<file path="src/rtl/cfg_shadow_pkg.sv">
package cfg_shadow_pkg;
    localparam int WORD_W = 32;
    localparam int STRB_W = WORD_W / 8;

    typedef enum logic [0:0] {
        ST_IDLE = 1'b0,
        ST_RUN  = 1'b1
    } run_state_e;

    typedef struct packed {
        logic [WORD_W-3:0] rsvd;
        logic              done;
        logic              busy;
    } status_t;
endpackage

</file>
<file path="src/rtl/cfg_work_regs.sv">
module cfg_work_regs
    import cfg_shadow_pkg::*;
#(
    parameter int NUM_WORDS = 4,
    parameter int ADDR_W    = 3
) (
    input  logic                        clk,
    input  logic                        rst_n,
    input  logic                        wr_en,
    input  logic [ADDR_W-1:0]           wr_addr,
    input  logic [WORD_W-1:0]           wr_data,
    input  logic [STRB_W-1:0]           wr_strb,
    output logic [NUM_WORDS*WORD_W-1:0] work_flat
);
    logic [NUM_WORDS*WORD_W-1:0] work_q;

    always_ff @(posedge clk) begin
        if (!rst_n) begin
            work_q <= '0;
        end else if (wr_en) begin
            for (int w = 0; w < NUM_WORDS; w++) begin
                if (wr_addr == ADDR_W'(w)) begin
                    for (int b = 0; b < STRB_W; b++) begin
                        if (wr_strb[b]) begin
                            work_q[w*WORD_W + b*8 +: 8] <= wr_data[b*8 +: 8];
                        end
                    end
                end
            end
        end
    end

    assign work_flat = work_q;
endmodule

</file>
<file path="src/rtl/cfg_snapshot_regs.sv">
module cfg_snapshot_regs
    import cfg_shadow_pkg::*;
#(
    parameter int NUM_WORDS = 4,
    parameter int NUM_UNITS = 6
) (
    input  logic                        clk,
    input  logic                        rst_n,
    input  logic                        capture,
    input  logic [NUM_WORDS*WORD_W-1:0] work_flat,
    output logic [NUM_UNITS*WORD_W-1:0] unit_cfg
);
    logic [NUM_WORDS*WORD_W-1:0] snap_q;

    always_ff @(posedge clk) begin
        if (!rst_n) begin
            snap_q <= '0;
        end else if (capture) begin
            snap_q <= work_flat;
        end
    end

    for (genvar u = 0; u < NUM_UNITS; u++) begin : g_fanout
        localparam int SRC = u % NUM_WORDS;
        assign unit_cfg[u*WORD_W +: WORD_W] = snap_q[SRC*WORD_W +: WORD_W];
    end
endmodule

</file>
<file path="src/rtl/cfg_run_ctrl.sv">
module cfg_run_ctrl
    import cfg_shadow_pkg::*;
#(
    parameter int NUM_UNITS = 6
) (
    input  logic                 clk,
    input  logic                 rst_n,
    input  logic                 run_start,
    input  logic [NUM_UNITS-1:0] unit_done,
    output logic                 start_accept,
    output logic                 busy,
    output logic                 done
);
    run_state_e state_q, state_d;
    logic       go, finish;
    logic       done_q;

    // State register.
    always_ff @(posedge clk) begin
        if (!rst_n) begin
            state_q <= ST_IDLE;
        end else begin
            state_q <= state_d;
        end
    end

    // Transitions: GO (IDLE->RUN), FINISH (RUN->IDLE).
    always_comb begin
        state_d = state_q;
        go      = 1'b0;
        finish  = 1'b0;
        unique case (state_q)
            ST_IDLE: begin
                if (run_start) begin
                    state_d = ST_RUN;
                    go      = 1'b1;
                end
            end
            ST_RUN: begin
                if (&unit_done) begin
                    state_d = ST_IDLE;
                    finish  = 1'b1;
                end
            end
            default: state_d = ST_IDLE;
        endcase
    end

    // Done flag: set on FINISH, cleared on GO.
    always_ff @(posedge clk) begin
        if (!rst_n) begin
            done_q <= 1'b0;
        end else if (go) begin
            done_q <= 1'b0;
        end else if (finish) begin
            done_q <= 1'b1;
        end
    end

    // Outputs.
    always_comb begin
        start_accept = go;
        busy         = (state_q == ST_RUN);
        done         = done_q;
    end
endmodule

</file>
<file path="src/rtl/cfg_shadow_bank.sv">
module cfg_shadow_bank
    import cfg_shadow_pkg::*;
#(
    parameter int NUM_WORDS = 4,
    parameter int NUM_UNITS = 6,
    parameter int ADDR_W    = $clog2(NUM_WORDS + 1)
) (
    input  logic                        clk,
    input  logic                        rst_n,
    input  logic                        req_valid,
    input  logic [ADDR_W-1:0]           req_addr,
    input  logic [WORD_W-1:0]           req_wdata,
    input  logic [STRB_W-1:0]           req_wstrb,
    output logic                        req_ready,
    output logic [WORD_W-1:0]           rsp_rdata,
    input  logic                        run_start,
    input  logic [NUM_UNITS-1:0]        unit_done,
    output logic [NUM_UNITS*WORD_W-1:0] unit_cfg
);
    localparam logic [ADDR_W-1:0] STATUS_ADDR = ADDR_W'(NUM_WORDS);

    logic                        ready_q;
    logic [WORD_W-1:0]           rdata_q;
    logic                        accept, is_write, wr_en;
    logic                        start_accept, run_busy, run_done;
    logic [NUM_WORDS*WORD_W-1:0] work_flat;
    logic [WORD_W-1:0]           rd_word;
    status_t                     status;

    assign accept   = req_valid && !ready_q;
    assign is_write = |req_wstrb;
    assign wr_en    = accept && is_write && (req_addr < STATUS_ADDR);

    cfg_work_regs #(.NUM_WORDS(NUM_WORDS), .ADDR_W(ADDR_W)) u_work (
        .clk       (clk),
        .rst_n     (rst_n),
        .wr_en     (wr_en),
        .wr_addr   (req_addr),
        .wr_data   (req_wdata),
        .wr_strb   (req_wstrb),
        .work_flat (work_flat)
    );

    cfg_snapshot_regs #(.NUM_WORDS(NUM_WORDS), .NUM_UNITS(NUM_UNITS)) u_snap (
        .clk       (clk),
        .rst_n     (rst_n),
        .capture   (start_accept),
        .work_flat (work_flat),
        .unit_cfg  (unit_cfg)
    );

    cfg_run_ctrl #(.NUM_UNITS(NUM_UNITS)) u_ctrl (
        .clk          (clk),
        .rst_n        (rst_n),
        .run_start    (run_start),
        .unit_done    (unit_done),
        .start_accept (start_accept),
        .busy         (run_busy),
        .done         (run_done)
    );

    always_comb begin
        status      = '0;
        status.busy = run_busy;
        status.done = run_done;
    end

    always_comb begin
        rd_word = '0;
        if (req_addr < STATUS_ADDR) begin
            rd_word = work_flat[int'(req_addr)*WORD_W +: WORD_W];
        end else if (req_addr == STATUS_ADDR) begin
            rd_word = status;
        end
    end

    always_ff @(posedge clk) begin
        if (!rst_n) begin
            ready_q <= 1'b0;
            rdata_q <= '0;
        end else begin
            ready_q <= accept;
            if (accept && !is_write) begin
                rdata_q <= rd_word;
            end
        end
    end

    assign req_ready = ready_q;
    assign rsp_rdata = rdata_q;
endmodule

</file>
<file path="config.mk">
export PLATFORM = sky130hd
export DESIGN_NAME = cfg_shadow_bank
export DESIGN_NICKNAME = d
export VERILOG_FILES = /design/src/rtl/cfg_shadow_pkg.sv /design/src/rtl/cfg_work_regs.sv /design/src/rtl/cfg_snapshot_regs.sv /design/src/rtl/cfg_run_ctrl.sv /design/src/rtl/cfg_shadow_bank.sv
export SDC_FILE = /design/constraint.sdc
export NUM_CORES = 1
export LEC_CHECK = 0
export ABC_AREA = 1
export BUFFER_PORTS_ARGS = -buffer_cell sky130_fd_sc_hd__clkbuf_2
export CORE_MARGIN = 3
export CORE_UTILIZATION = 24
export DETAILED_ROUTE_END_ITERATION = 10
export PLACE_DENSITY = 0.46
export SYNTH_ARGS = -nofsm -noshare
export SYNTH_HDL_FRONTEND = slang
export SYNTH_SLANG_ARGS = --single-unit
</file>
<file path="constraint.sdc">
create_clock -name clk -period 3.26 [get_ports clk]
set_input_delay 0.163 -clock clk [delete_from_list [all_inputs] [get_ports clk]]
set_output_delay 0.163 -clock clk [all_outputs]
set_load 0.02 [all_outputs]
</file>
==> results summary, run 1 <==
The run finished with clean final reports. The floorplan die width is 235 um. The floorplan step defined a die boundary enclosing 55100 sq um. The worst relative slew slack is 49.8%. The number of register bits inferred by synthesis is 291. The area occupied by multi-input gates is 5590 sq um. Synthesis produced a netlist with a net count of 1875. The number of max-slew violations in the final report is 0.

The number of buffers added for setup after CTS is 0. After clock tree synthesis, the clock-pin slew on the worst setup and hold paths is 60 ps. Setup repair after global routing left no endpoint under its margin. The final layout net count came out at 2072.

The setup path with the least slack is of type reg -> reg. The post-route netlist has 19.6% of its cells at a drive strength greater than 1. The share of the synthesized area in the top cell type is 46.4%.

By area the synthesized netlist is led by sky130_fd_sc_hd__dfxtp_1 (46%), sky130_fd_sc_hd__nor2_1 (15%), sky130_fd_sc_hd__nand2_1 (14%). The via density per instance is 4.37. The number of antenna violations at the first check in global routing came out at 2. The slew at the pin closest to its max-slew limit is 752 ps. The remaining antenna violation count after routing is 0. Detailed placement ended at an HPWL of 32900 um.

sky130_fd_sc_hd__nor2_1 is the most common cell in the netlist. Following the worst setup path forward leads to its endpoint at u_snap.snap_q[90]. The fill cell total of the finished layout is 5639. The average cell area after synthesis came out at 6.88 sq um. The area inside the core boundary came out at 51600 sq um. The final critical path takes up 61.1% of the cycle.

The number of enable flip-flop cells after synthesis came out at 0. The number of I/O pins is 274. The critical path starts at u_ctrl.busy.

The sequential share of the synthesized area came out at 46.4%. Counting every instance in the synthesized netlist gives 1826. The total standard cell area after synthesis came out at 12600 sq um. Among all flip-flop cells after synthesis, the most frequent one is sky130_fd_sc_hd__dfxtp_1. From bottom edge to top edge, the die measures 235 um. Relative to the synthesized area, the layout overhead comes to 23.4%. sky130_fd_sc_hd__dfxtp_1 takes more of the synthesized area than any other cell. The pin count of the biggest net entering global routing came out at 97. Summed over all layers, the routed wires come to 45300 um. In this run the clock root is driven by a sky130_fd_sc_hd__clkbuf_16. The required time of the worst setup path came out at 3730 ps. The setup check on the worst reg-to-reg path leaves a slack of 1270 ps.

Counting every sink on the clock net gives 291. The source-to-sink clock delay at the later pin of the worst-skew pair is 530 ps. The congestion estimate from routability-driven global placement came to 0.821. The number of buffers added by the clock tree synthesis step came out at 35.

The number of placed instances with taps included came out at 2632. The arrival time at the worst endpoint is 2460 ps. For the final database, setup skew stands at 15.8 ps.

The detailed-route DRC error count is 0. The maximum vdd drop is 0.000234 V. Before antenna repair, the detailed router went through 5 iterations. STA classifies the critical path startpoint as a flip-flop.

Across every metal layer, demand over resource in global routing totals 16.1%. The maximum level of the CTS H-tree is 2. The capture instance of the worst register-to-register path is u_snap.snap_q[90]. The footprint of the flip-flops and latches is 5830 sq um. TritonCTS built the clock tree. The min-delay analysis places its worst path in the category in -> reg. The share of synthesized registers carrying an async set or reset came out at 0%.

The maximum clock frequency came out at 502 MHz. Of all nets on the critical path, the largest fanout is 74. The reported leakage power is 7.07 nW. The initial standard-cell utilization of the core came out at 24.4%. The routed layout has 11900 vias.

After floorplanning, the core was divided into 83 placement rows. The final hold violation count came to 0. The number of global-route vias before repair came out at 11300.

In the synthesized netlist, the cells that appear most often are sky130_fd_sc_hd__nor2_1 (486), sky130_fd_sc_hd__nand2_1 (457), sky130_fd_sc_hd__dfxtp_1 (291). The yosys synthesis warning count is 0. Max-cap violations in this run came to 0.

The longest clock path from root to sink contains 3 buffers. The setup TNS after final layout came out at 0 ps. The global-route congestion overflow total came out at 0. The number of different library cells used by synthesis comes to 20. In this run the critical register-to-register path is launched from u_ctrl.busy. The critical path endpoint category is a flip-flop. The ratio of total power to cell area is 562 nW/um^2. The per-cell routed wire length came out at 16.6 um.

The time the final worst path needs with I/O delays and setup is 1990 ps. The cell count of the worst reg-to-reg path is 5. The number of inserted diodes came out at 0. The first-iteration detailed-routing DRC count is 716. The port buffer count is 273. The number of endpoints failing setup at the final stage is 0. The global-route wire length before repair is 70200 um. Once layout is complete, the cells apart from fillers number 2727.
kinds of logic (layout without fill, tap and decap cells):
kind of cell,Yosys count,after routing,synth area share (%)
buffers and inverters,226,447,9.21
flip-flops,291,291,46.4
AO/OA/AOI/OAI,194,194,7.77
AND/OR/NAND/NOR,1115,1115,36.7
critical path, cell delays in order (launching register included):
cell	delay (ps)
sky130_fd_sc_hd__dfxtp_1	380
sky130_fd_sc_hd__inv_1	90
sky130_fd_sc_hd__nand2_4	390
sky130_fd_sc_hd__buf_4	660
sky130_fd_sc_hd__o21ai_0	220
sky130_fd_sc_hd__nor2_1	130
worst min-delay path by stage:
stage	end	cells past startpoint	startpoint	slack, ps
final	u_ctrl.done	3	unit_done[4]	60
after global routing	u_ctrl.done	3	unit_done[4]	50
after CTS	u_ctrl.done	3	unit_done[4]	5
after detailed placement	u_work.work_flat[123]	3	req_wdata[27]	420
after global placement	u_work.work_flat[123]	3	req_wdata[27]	410
after floorplan	u_ctrl.busy	1	run_start	300
what timing repair did:
action                                 CTS  global route
endpoints found under the hold margin   41             0
hold buffers                            34             0
gates resized for setup                  0             0
through the flow:
stage / worst slack (ps) / utilization, % / total power, mW / cell area [sq um] / hold slack (ps)
after floorplan: 1860 / - / 4.59 / 12600 / 301
after global placement: 1290 / 27.2 / 4.92 / 14000 / 415
after detailed placement: 1280 / 27.2 / 4.92 / 14000 / 420
after CTS: 1260 / 30.0 / 8.87 / 15500 / 5.01
after global routing: 1040 / 30.0 / 9.10 / 15500 / 54.7
final: 1270 / 30.0 / 8.72 / 15500 / 55.7
cells in the final DEF (no fill, tap or decap), types with 6 or more instances in the layout:
cell / count
sky130_fd_sc_hd__nand3_1: 99
sky130_fd_sc_hd__clkbuf_8: 6
sky130_fd_sc_hd__nor2_1: 486
sky130_fd_sc_hd__o21ai_0: 152
sky130_fd_sc_hd__buf_4: 16
sky130_fd_sc_hd__nand2_1: 456
sky130_fd_sc_hd__clkbuf_16: 37
sky130_fd_sc_hd__clkinv_2: 7
sky130_fd_sc_hd__inv_2: 16
sky130_fd_sc_hd__o21ai_1: 8
sky130_fd_sc_hd__nor2_4: 27
sky130_fd_sc_hd__inv_1: 43
sky130_fd_sc_hd__nand2_2: 7
sky130_fd_sc_hd__clkbuf_1: 9
sky130_fd_sc_hd__a21oi_1: 33
sky130_fd_sc_hd__dfxtp_1: 291
sky130_fd_sc_hd__clkbuf_2: 272
sky130_fd_sc_hd__nor3_1: 32
sky130_fd_sc_hd__dlygate4sd3_1: 34
where the power goes:
part	switching, mW	internal [mW]	leakage, nW
combinational	0.745	0.309	4.14
sequential	0.115	3.70	2.37
clock	1.56	2.29	0.556
layout make-up:
class                      count  share of cell area, %
multi-input combinational   1309                   36.1
clock inverter                 9                  0.476
sequential                   291                   37.6
tap                          680                   5.49
timing repair buffer         326                   12.2
clock buffer                  52                   6.72
inverter                      60                   1.47
state kept, by name, indices dropped and copies added, names as in the netlist:
signal            flops
u_snap.snap_q       128
u_ctrl.done           1
u_ctrl.busy           1
req_ready             1
rsp_rdata            32
u_work.work_flat    128
metal layers:
layer / track usage (%) / wire [um]
met1: 22.8 / 22200
met2: 24.4 / 19500
met3: 3.49 / 2700
met4: 4.69 / 893
met5: 0 / 27
No activity file was read; power rests on OpenSTA's default activity.
==> inputs of run 2 (changes only) <==
--- a/config.mk
+++ b/config.mk
@@ -5,12 +5,12 @@
 export SDC_FILE = /design/constraint.sdc
 export NUM_CORES = 1
 export LEC_CHECK = 0
-export ABC_AREA = 1
+export ABC_AREA = 0
 export BUFFER_PORTS_ARGS = -buffer_cell sky130_fd_sc_hd__clkbuf_2
 export CORE_MARGIN = 3
 export CORE_UTILIZATION = 24
 export DETAILED_ROUTE_END_ITERATION = 10
-export PLACE_DENSITY = 0.46
+export PLACE_DENSITY = 0.47
 export SYNTH_ARGS = -nofsm -noshare
 export SYNTH_HDL_FRONTEND = slang
 export SYNTH_SLANG_ARGS = --single-unit
==> constraint.sdc (replaced) <==
create_clock -name clk -period 1.6 [get_ports clk]
set_input_delay 0.08 -clock clk [delete_from_list [all_inputs] [get_ports clk]]
set_output_delay 0.08 -clock clk [all_outputs]
set_load 0.02 [all_outputs]
==> run 2 against run 1 <==
Against the previous run: sequential share of layout area increased by 1.8 points; global-route usage fell by 2.1 points; highest routed layer unchanged; critical endpoint is now u_ctrl.done; cell count is 24% lower.
==> results summary, run 2 <==
The fill cell total of the finished layout came out at 4938. The element type at the critical path start is a flip-flop. The count of TritonRoute iterations in the first routing pass came out at 4. The number of inserted diodes came out at 0. The area inside the core boundary is 47100 sq um. The sequential share of the synthesized area came out at 50.5%. After layout, the worst path uses 96.0% of the clock period.

In the final routed layout, each cell accounts on average for 17.4 um. Setup repair after global routing left no endpoint under its margin. The congestion estimate from routability-driven global placement came to 0.724. For the worst-skew pair, the clock arrives at the later sink with an insertion delay of 530 ps.

The cell count after synthesis came out at 1222. The die covers 50700 sq um. The post-route clock skew is 21.3 ps. The first global-routing pass estimated 55000 um of wire. The port buffer count came out at 273.

The Yosys step of the flow raised 0 warnings. The library cell used most frequently in the layout, excluding fill and tap cells, is sky130_fd_sc_hd__nand2_1. The number of buffers added by the clock tree synthesis step is 37. The area growth from synthesis to layout is 28.1%.

The number of max-slew violations in the final report was 0. The number of I/O pins came out at 274. The cell internal power dissipation is 12.4 mW.

Data arrives at the worst endpoint at 1990 ps. The first-iteration detailed-routing DRC count is 375. After synthesis, the largest area contributor takes up 50.5% of total cell area. The clock net sink count is 291.

The footprint of the flip-flops and latches is 5830 sq um. The number of endpoints failing setup at the final stage came out at 0. The total standard cell area after synthesis is 11500 sq um. The class of the most critical hold timing path is in -> reg. The maximum buffer depth of the clock tree is 3. The area occupied by multi-input gates is 4880 sq um. The net switching power of the design came out at 3.73 mW. The area after detailed placement is 13300 sq um. Of all nets on the critical path, the largest fanout is 5. The biggest area contributor in the post-synthesis netlist is sky130_fd_sc_hd__dfxtp_1.

Yosys attributes the largest share of cell area to sky130_fd_sc_hd__dfxtp_1 (51%), sky130_fd_sc_hd__nand2_1 (14%), sky130_fd_sc_hd__mux2i_1 (11%). The detailed-route DRC error count is 0. Of the total power, the share spent switching nets is 23.1%. The number of global-route vias before repair is 9042. The post-CTS resize count came out at 0. Global routing consumed, over all layers together, 14.0% of the routing resources. After synthesis, the share of flip-flops with an asynchronous set or reset is 0%.

Counting flops and latches in the post-synthesis netlist gives 291. Sorting the synthesized cells by how often they occur yields sky130_fd_sc_hd__nand2_1 (423), sky130_fd_sc_hd__dfxtp_1 (291), sky130_fd_sc_hd__a21oi_1 (132). The sequential share of power is 45.6%. The flow ran to the end, and the final reports show no timing, DRC or antenna violations.

The number of max-cap violations is 0. Data on the critical path is required at its endpoint by 2050 ps. The number of enable flip-flop cells after synthesis is 0. The remaining antenna violation count after routing is 0. The placement row count came out at 79. The pin count of the biggest net entering global routing came out at 133.

The critical path endpoint category is a flip-flop. Global routing finished with a remaining overflow of 0. Among all flip-flop cells after synthesis, the most frequent one is sky130_fd_sc_hd__dfxtp_1. The average cell area after synthesis is 9.44 sq um. Once the floorplan was initialized, standard cells occupied 24.5% of the core. The maximum clock frequency is 651 MHz.

The part of the total power dissipated in the clock network came out at 48.9%. The ratio of total power to cell area came out at 1090 nW/um^2. The post-synth net total is 1271.

In the final design database the tool counted 1503 nets. The worst setup path is of the reg -> reg kind. The post-DP HPWL came out at 24900 um. IR analysis of the VDD net gives a maximum drop of 0.000542 V. The post-route core utilization came out at 31.4%. The number of different library cells in the post-synthesis netlist is 29. The time the final worst path needs with I/O delays and setup is 1540 ps. The number of placed instances with taps included came out at 1985. The final non-filler cell total is 2083. The reported leakage power is 6.51 nW.

Leaving out fill and tap cells, the most frequent cells in the layout are sky130_fd_sc_hd__nand2_1 (422), sky130_fd_sc_hd__dfxtp_1 (291), sky130_fd_sc_hd__clkbuf_2 (271). The maximum level of the CTS H-tree came out at 2. The minimum setup slack among reg-to-reg paths is 60 ps. The number of antenna violations at the first check in global routing is 4. In the final layout, the share of cells above drive strength 1 is 29.5%. The TritonCTS clock tree is built.

Of the total power, combinational logic draws 5.5%. The aggregate routed wire length is 36300 um. The die span in y came out at 225 um. The via density per instance is 4.42. The final hold violation count came out at 0. After clock tree synthesis, the clock-pin slew on the worst setup and hold paths is 60 ps.

The worst relative slew slack came out at 51.9%. The final route contains 9214 vias. For the pin with the worst max-slew slack, the measured transition is 720 ps. The final worst hold slack came out at 62.6 ps.

The library cell with the highest instance count after synthesis is sky130_fd_sc_hd__nand2_1. In this run the clock root is driven by a sky130_fd_sc_hd__clkbuf_16. The finished cells cover 14800 sq um. The floorplan die width is 225 um.
==> run 2: worst max-delay path: stages, from the launching register on <==
cell                            delay, ps
sky130_fd_sc_hd__dfxtp_1              480
sky130_fd_sc_hd__nand4_1              210
sky130_fd_sc_hd__dlygate4sd3_1        640
sky130_fd_sc_hd__a21oi_1              130
==> run 2: final timing paths <==
path	cells after the start	to	startpoint
max	3	u_ctrl.done	u_ctrl.busy
min	4	rsp_rdata[1]	req_addr[2]
max reg2reg	3	u_ctrl.done	u_ctrl.busy
min reg2reg	2	u_snap.snap_q[74]	u_snap.snap_q[74]
==> run 2: through the flow <==
stage | setup slack, ps | total power, mW | setup TNS (ps)
floorplan | 221 | 7.99 | 0
global placement | -87.5 | 8.35 | -2240
detailed placement | -107 | 8.35 | -4630
CTS | 44.8 | 16.4 | 0
global route | 12.6 | 16.8 | 0
finish | 64.4 | 16.1 | 0
==> run 2: logic make-up (layout without fill, tap and decap cells) <==
group | count (synthesis) | after routing | share of synthesized area (%)
AO/OA/AOI/OAI | 167 | 167 | 9.02
buffers and inverters | 150 | 404 | 7.32
flip-flops | 291 | 291 | 50.5
multiplexers | 161 | 161 | 17.4
AND/OR/NAND/NOR | 453 | 453 | 15.8
==> run 2: repair_timing <==
| item | CTS | global route |
|---|---|---|
| endpoints found under the hold margin | 131 | 0 |
| endpoints found under the setup margin | 0 | 14 |
| hold buffers | 37 | 0 |
| buffers inserted | 0 | 0 |
==> run 2: layer usage <==
layer | vias to the layer above | global-route usage [%] | share of wire [%] | wire (um)
met2 | 225 | 22.3 | 45 | 16300
met1 | 4398 | 18.3 | 46 | 16700
met4 | 8 | 3.65 | 1.9 | 685
li1 | 4531 | - | - | -
met3 | 52 | 4.44 | 7.0 | 2550
met5 | - | 0 | 0.15 | 53
==> run 2: power by group through the flow <==
stage / Clock, mW / Sequential, mW / Combinational [mW]
floorplan: 0 / 7.51 / 0.484
finish: 7.88 / 7.35 / 0.888
global placement: 0 / 7.51 / 0.841
global route: 8.46 / 7.35 / 0.973
detailed placement: 0 / 7.51 / 0.842
CTS: 8.18 / 7.35 / 0.916
==> run 2: cell type report <==
type                            count  area share, %
Sequential cell                   291           39.4
Multi-Input combinational cell    781           33.0
Timing Repair Buffer              341           14.6
Clock buffer                       55           7.53
Tap cell                          607           5.14
Clock inverter                      6          0.245
Inverter                            2         0.0677
